`config.mk`:
```
export PLATFORM = sky130hd
export DESIGN_NAME = cdac_trim_cal
export DESIGN_NICKNAME = d
export VERILOG_FILES = /design/src/rtl/cdac_trim_cal.sv
export SDC_FILE = /design/constraint.sdc
export NUM_CORES = 1
export LEC_CHECK = 0
export ABC_AREA = 1
export BUFFER_PORTS_ARGS = -buffer_cell sky130_fd_sc_hd__buf_2
export CORE_ASPECT_RATIO = 1.25
export CORE_MARGIN = 1.5
export CORE_UTILIZATION = 45
export DETAILED_ROUTE_END_ITERATION = 16
export PLACE_DENSITY = 0.68
export SYNTH_ARGS = -nofsm -noshare
export SYNTH_HDL_FRONTEND = slang
export SYNTH_SLANG_ARGS = --single-unit
```
`constraint.sdc`:
```
create_clock -name clk -period 6.1 [get_ports clk]
set_input_delay 0.915 -clock clk [delete_from_list [all_inputs] [get_ports clk]]
set_output_delay 0.915 -clock clk [all_outputs]
set_load 0.01 [all_outputs]
```
`src/rtl/cdac_trim_cal.sv`:
```
module cdac_trim_cal #(
  parameter int TRIM_W = 7,
  parameter int VOTE_W = 4,
  parameter int SETTLE = 2
) (
  input  logic                  clk,
  input  logic                  rst_n,
  input  logic                  start,
  input  logic [VOTE_W-1:0]     vote_n,
  input  logic                  cmp_rdy,
  input  logic                  cmp_hi,
  input  logic [1:0]            trim_sel,
  output logic                  cmp_go,
  output logic [12:0]           dac_hi,
  output logic [12:0]           dac_lo,
  output logic                  dac_dmy_lo,
  output logic                  busy,
  output logic                  done,
  output logic [4*TRIM_W-1:0]   trim_flat,
  output logic [TRIM_W-1:0]     trim_rd
);
  localparam int NCAP    = 4;
  localparam int DAC_W   = 13;
  localparam int CAL_LSB = 9;
  localparam int BIT_W   = $clog2(TRIM_W);
  localparam int SCNT_W  = $clog2(SETTLE + 1);
  localparam int CNT_W   = VOTE_W + 1;
  localparam logic [TRIM_W-1:0] MID = TRIM_W'(1) << (TRIM_W - 1);
  localparam logic [DAC_W-1:0] GRP_FIRST = DAC_W'((1 << CAL_LSB) - 1);
  localparam logic [DAC_W-1:0] GRP_REST  = DAC_W'((1 << (CAL_LSB + 1)) - 1);

  typedef enum logic [1:0] {S_IDLE, S_SETTLE, S_WAIT} st_t;

  st_t                         st_q;
  logic [NCAP-1:0][TRIM_W-1:0] code_q;
  logic [1:0]                  k_q;
  logic [BIT_W-1:0]            bit_q;
  logic [SCNT_W-1:0]           scnt_q;
  logic [CNT_W-1:0]            vote_q, tcnt_q, ones_q;
  logic                        go_q, busy_q, done_q;

  logic [CNT_W-1:0] ntr_in, ones_nx, tcnt_nx;
  logic             last_trial, verdict_hi;

  assign ntr_in     = (vote_n == '0) ? CNT_W'(1) : {1'b0, vote_n};
  assign ones_nx    = ones_q + CNT_W'(cmp_hi);
  assign tcnt_nx    = tcnt_q + CNT_W'(1);
  assign last_trial = (tcnt_nx == vote_q);
  assign verdict_hi = {ones_nx, 1'b0} > {1'b0, vote_q};

  always_ff @(posedge clk) begin
    if (!rst_n) begin
      st_q   <= S_IDLE;
      code_q <= {NCAP{MID}};
      k_q    <= '0;
      bit_q  <= BIT_W'(TRIM_W - 1);
      scnt_q <= '0;
      vote_q <= CNT_W'(1);
      tcnt_q <= '0;
      ones_q <= '0;
      go_q   <= 1'b0;
      busy_q <= 1'b0;
      done_q <= 1'b0;
    end else if (start) begin
      st_q   <= S_SETTLE;
      code_q <= {NCAP{MID}};
      k_q    <= '0;
      bit_q  <= BIT_W'(TRIM_W - 1);
      scnt_q <= '0;
      vote_q <= ntr_in;
      tcnt_q <= '0;
      ones_q <= '0;
      go_q   <= 1'b0;
      busy_q <= 1'b1;
      done_q <= 1'b0;
    end else begin
      go_q <= 1'b0;
      case (st_q)
        S_SETTLE: begin
          if (scnt_q == SCNT_W'(SETTLE)) begin
            go_q <= 1'b1;
            st_q <= S_WAIT;
          end else begin
            scnt_q <= scnt_q + SCNT_W'(1);
          end
        end
        S_WAIT: begin
          if (cmp_rdy) begin
            if (!last_trial) begin
              tcnt_q <= tcnt_nx;
              ones_q <= ones_nx;
              go_q   <= 1'b1;
            end else begin
              tcnt_q <= '0;
              ones_q <= '0;
              scnt_q <= '0;
              if (verdict_hi) code_q[k_q][bit_q] <= 1'b0;
              if (bit_q != '0) begin
                code_q[k_q][bit_q - BIT_W'(1)] <= 1'b1;
                bit_q <= bit_q - BIT_W'(1);
                st_q  <= S_SETTLE;
              end else if (k_q == 2'(NCAP - 1)) begin
                st_q   <= S_IDLE;
                busy_q <= 1'b0;
                done_q <= 1'b1;
              end else begin
                k_q   <= k_q + 2'd1;
                bit_q <= BIT_W'(TRIM_W - 1);
                st_q  <= S_SETTLE;
              end
            end
          end
        end
        default: ;
      endcase
    end
  end

  assign cmp_go     = go_q;
  assign busy       = busy_q;
  assign done       = done_q;
  assign dac_hi     = busy_q ? (DAC_W'(1) << (CAL_LSB + int'(k_q))) : '0;
  assign dac_lo     = busy_q ? ((k_q == 2'd0) ? GRP_FIRST : GRP_REST) : '0;
  assign dac_dmy_lo = busy_q;
  assign trim_flat  = code_q;
  assign trim_rd    = code_q[trim_sel];
endmodule

```
======== Word-level counts from Yosys, hierarchy flattened ========
Cells that the tools add are included.
word-level totals
  input port bits ......................... 11
  logic and storage cells ................. 118
  flip-flop bits (word level) ............. 55
operators by class
  shifts and indexed selects .............. 1
  $lt $le $gt $ge ......................... 8
  bitwise gates (word level) .............. 6
  reduce and logical (&&, ||, !) cells .... 22
  eq/ne operators ......................... 14
  add/subtract/negate cells ............... 6
  muxes and demuxes ....................... 46
operators with widths
  kind                  number
  $mux 28               7
  $and 28x28->28        1
  $demux 7 s2           2
  $not 28->28           1
  $or 28x28->28         1
  $mux 7                3
  $mux 10               2
  $reduce_and 4->1      4
  $reduce_and 5->1      3
  $bmux 7 s2            1
  $mux 1                14
  $mux 13               1
  $shl 1x5->13 const A  1
  $mux 2                6
  $ne 2x2->1 const B    6
  $mux 5                2
  $reduce_bool 2->1     5
  $ne 3x3->1 const B    3
  $lt 3x4->1 const B    2
  $pmux 2 s2            2
  $demux 1 s3           2
  $eq 2x2->1 const B    3
  $ge 3x1->1 const B    2
  $gt 6x5->1            1
  other kinds (20)      28

======== Logic depth before layout (Yosys ltp) ========
  depth after elaboration ................. 16
  mapped depth ............................ 14

======== Worst setup path before layout ========
OpenSTA, ideal clock, no wires.
  kind .................................... input port to flip-flop
  from .................................... input port cmp_hi
  to ...................................... register code_q, in the netlist trim_flat[7]
  data arrival time ....................... 2.747 ns
  buffers on the path ..................... 1
  stages .................................. 12
  data required time ...................... 6.030 ns
  library setup time ...................... 0.070 ns
  setup slack ............................. 3.283 ns
  cells stage by stage .................... ha_1 ha_1 xor2_1 ha_1 a21oi_1 nand2_1 nand2_1 clkbuf_1 nand4_1 o211ai_1 nand2_1 a21oi_1
on the way
  word-level cells in the longest chain between the ends .. 10
ends and longest elaborated chain
  what                     RTL line  RTL
  start, declared          11        input logic cmp_hi,
  $add 5x1->5 (*)          46        assign ones_nx = ones_q + CNT_W'(cmp_hi);
  $gt 6x5->1 (*)           49        assign verdict_hi = {ones_nx, 1'b0} > {1'b0, vote_q};
  $mux 28 (*)              97        if (verdict_hi) code_q[k_q][bit_q] <= 1'b0;
  $mux 28 (*)              89        if (!last_trial) begin
  $mux 28 (*)              88        if (cmp_rdy) begin
  $mux 28 (*)              78        case (st_q)
  $mux 28 (*)              64        end else if (start) begin
  $mux 28 (*)              52        if (!rst_n) begin
  $or 28x28->28 (no line)  n/a
  $mux 28 (*)              98        if (bit_q != '0) begin
  end signal, assigned     54        code_q <= {NCAP{MID}};
  end signal, assigned     66        code_q <= {NCAP{MID}};
  end, declared            35        logic [NCAP-1:0][TRIM_W-1:0] code_q;
Every way passes the cells marked *; elsewhere a longest branch is shown, timed or not. The select of a mux whose other input is x is not followed.
A chain may end at the register's enable or synchronous reset.

======== Final worst setup path ========
  from .................................... input port cmp_hi
  to ...................................... register code_q, in the netlist trim_flat[27]
Same word-level chain as after synthesis.

==> results.toml <==
[outcome]
outcome = "completed"

[placed_design]
place_inst = 676
dp_hpwl_mm = 6.91
post-place-ws_ps = 2430
gp_congestion = 0.919
io_buffer_count = 64
placed_area_sq_um = 3820

[floorplan]
std_cell_rows = 36
dieArea_sq_um = 8640
die_x_um = 83.4
ios = 76
die_h_um = 104
initial_utilization = 0.464
coreArea_sq_um = 7840

[final_layout]
finalNonFillerCells = 684
n_antenna_cell = 0
final_core_util = 0.502
num-nets-final = 617
syn_to_final_growth_pct = 8.08
layout-drive-gt1-share = 0.148
design_area_sq_um = 3930

[pwr]
p_per_area_nw_per_um2 = 170
p_switching_mw = 0.171
power_frac_comb = 0.097
power_frac_seq = 0.538
swShare = 0.256
p_leak_nw = 1.77
power.share.clock = 0.365
p_int_mw = 0.496
peakVddDrop_uv = 118

[clock_tree]
clk_path_buf_depth = 2
cts_buffers = 5
clkSinkCount = 54
clk_pin_slew_ps = 90
h-tree-depth = 2
clkLatencyLatePin_ps = 310
cts_tree = "built"
cts_post_setup_buffers_inserted = 0
cts_root_buffer = "clkbuf_8"
cts_resized = 0
holdBufCountCts = 0

[route]
highest_layer = "met4"
met1_length_mm = 4.10
first_iter_violations = 278
viasPerCell = 5.39
drt-pass1-iter-count = 4
post_drt_wl_per_cell_um = 14.2
dr_wl_met3_um = 381
vias = 3688
drc = 0
route.met2.wl_mm = 5.10
drt_wl_total_mm = 9.71
ant_nets = 0

[timing]
relSlewSlack = 0.414
setup_violations = 0
setup_tns_ps = 0
max_freq_ghz = 0.298
hold_violations = 0
min_period_over_period = 0.549
rsz0062_at_grt = "no"
fin_ws_ps = 2750
worst_slew_pin_slew_ps = 878
maxSlewViolCount = 0
skew_ps = 7.75
finalCriticalPeriod_ps = 3350

[worst_setup_path]
crit_path_end_kind = "flop"
path_class = "input port to flop"
cp_max_fo = 25
critical_path_required_ps = 6350
crit_arrival_ps = 3600
start_kind = "input port"

[grt]
gr-total-overflow = 0
grt_pass1_vias = 3324
grt_first_pass_wirelength_mm = 16.2
grt_usage = 0.226
antenna_found_initial = 0
grt_max_degree = 47

[logic_synthesis]
synth_seq_area_share = 0.297
synthDistinctLibCells = 32
syn_area_per_cell_sq_um = 6.57
ys_seq_elements = 54
syn_inst = 554
syn_area_sq_um = 3640
synth.yosys.warnings = 0

[worst_hold_path]
hp-class = "flop to flop"

[job]
max_cap_viol_count = 0
-- routing by layer --
metal,vias to the layer above,track usage
met3,9,0.0239
met1,1711,0.280
met5,-,0
li1,1869,-
met4,0,0.0703
met2,99,0.408
-- worst paths after layout --
| path | endpoint | depth (start not counted) | slack [ps] | startpoint |
|---|---|---|---|---|
| worst min-delay path | done | 2 | 470 | done |
| worst min register to register | done | 2 | 470 | done |
| worst max-delay path | trim_flat[27] | 12 | 2750 | cmp_hi |
| worst max register to register | trim_flat[27] | 11 | 3130 | ones_q[0] |
-- cells in the final DEF (no fill, tap or decap) --
cell,instances
inv_2,3
xnor2_1,1
buf_2,64
or2_2,3
a21oi_1,47
buf_4,2
ha_1,18
nand3_1,35
a211oi_1,1
inv_1,57
nor4_2,1
dfxtp_1,54
o22ai_1,7
nand2_2,1
o21ai_1,3
clkinv_1,1
nand3_2,1
o21ai_0,41
xor2_2,2
o31ai_1,1
nand2_1,135
nor2_1,40
clkbuf_8,5
o211ai_1,16
o41ai_1,1
o21bai_1,1
conb_1,11
xor2_1,2
bufinv_16,1
nor2_4,1
nand4_1,30
clkinv_2,2
nor2_2,1
-- cell families after synthesis --
kind of cell | after synthesis | share of synthesized area
xor+xnor | 5 | 0.0162
simple gates | 248 | 0.298
buf+inv | 110 | 0.147
compound gates | 118 | 0.179
flops | 54 | 0.297
fa+ha+maj | 18 | 0.0619
other cells | 1 | 0.00103
-- power by group through the flow --
stage | clock, mW | sequential [mW] | combinational [mW]
floorplan | 0 | 0.366 | 0.0546
global placement | 0 | 0.367 | 0.0637
detailed placement | 0 | 0.367 | 0.0650
CTS | 0.249 | 0.359 | 0.0651
global route | 0.263 | 0.360 | 0.0728
finish | 0.244 | 0.359 | 0.0648
-- final cells by class --
cell class                 count  area (sq um)
inverter                      61           229
multi-input combinational    400          2060
tap                           95           119
timing repair buffer          66           335
clock buffer                   5          68.8
fill                         858          3900
clock inverter                 3          40.0
sequential                    54          1080
-- critical path, stage by stage --
cell and delay (ps):
buf_2 100, ha_1 210, ha_1 210, xor2_1 160, ha_1 320, a21oi_1 130, nand2_1 60, nand2_1 440
nand3_2 510, nand4_1 330, o21ai_0 130, nand3_1 80
-- registers in the layout (all words and copies together), names as in the netlist --
register,flops
bit_q,3
done,1
vote_q,4
tcnt_q,5
st_q,2
cmp_go,1
ones_q,5
busy,1
k_q,2
scnt_q,2
trim_flat,28
-- per-stage QoR --
stage / power (mW) / hold slack [ps]
2_1_floorplan: 0.421 / 443
3_3_place_gp: 0.430 / 446
3_5_place_dp: 0.432 / 449
4_1_cts: 0.673 / 467
5_1_grt: 0.696 / 501
6_report: 0.667 / 468
-- cells in the mapped netlist (all sizes together) --
cell type	instances	area (sq um)
a211oi	1	7.51
a21oi	47	235
buf	32	243
clkbuf	17	63.8
clkinv	1	3.75
conb	1	3.75
dfxtp	54	1080
ha	18	225
inv	60	225
nand2	136	513
nand3	36	185
nand4	30	188
nor2	42	168
nor4	1	12.5
o211ai	16	120
o21ai	44	220
o21bai	1	7.51
o22ai	7	43.8
o31ai	1	7.51
o41ai	1	8.76
or2	3	18.8
xnor2	1	8.76
xor2	4	50.1
Power figures use the tool's default switching activity.
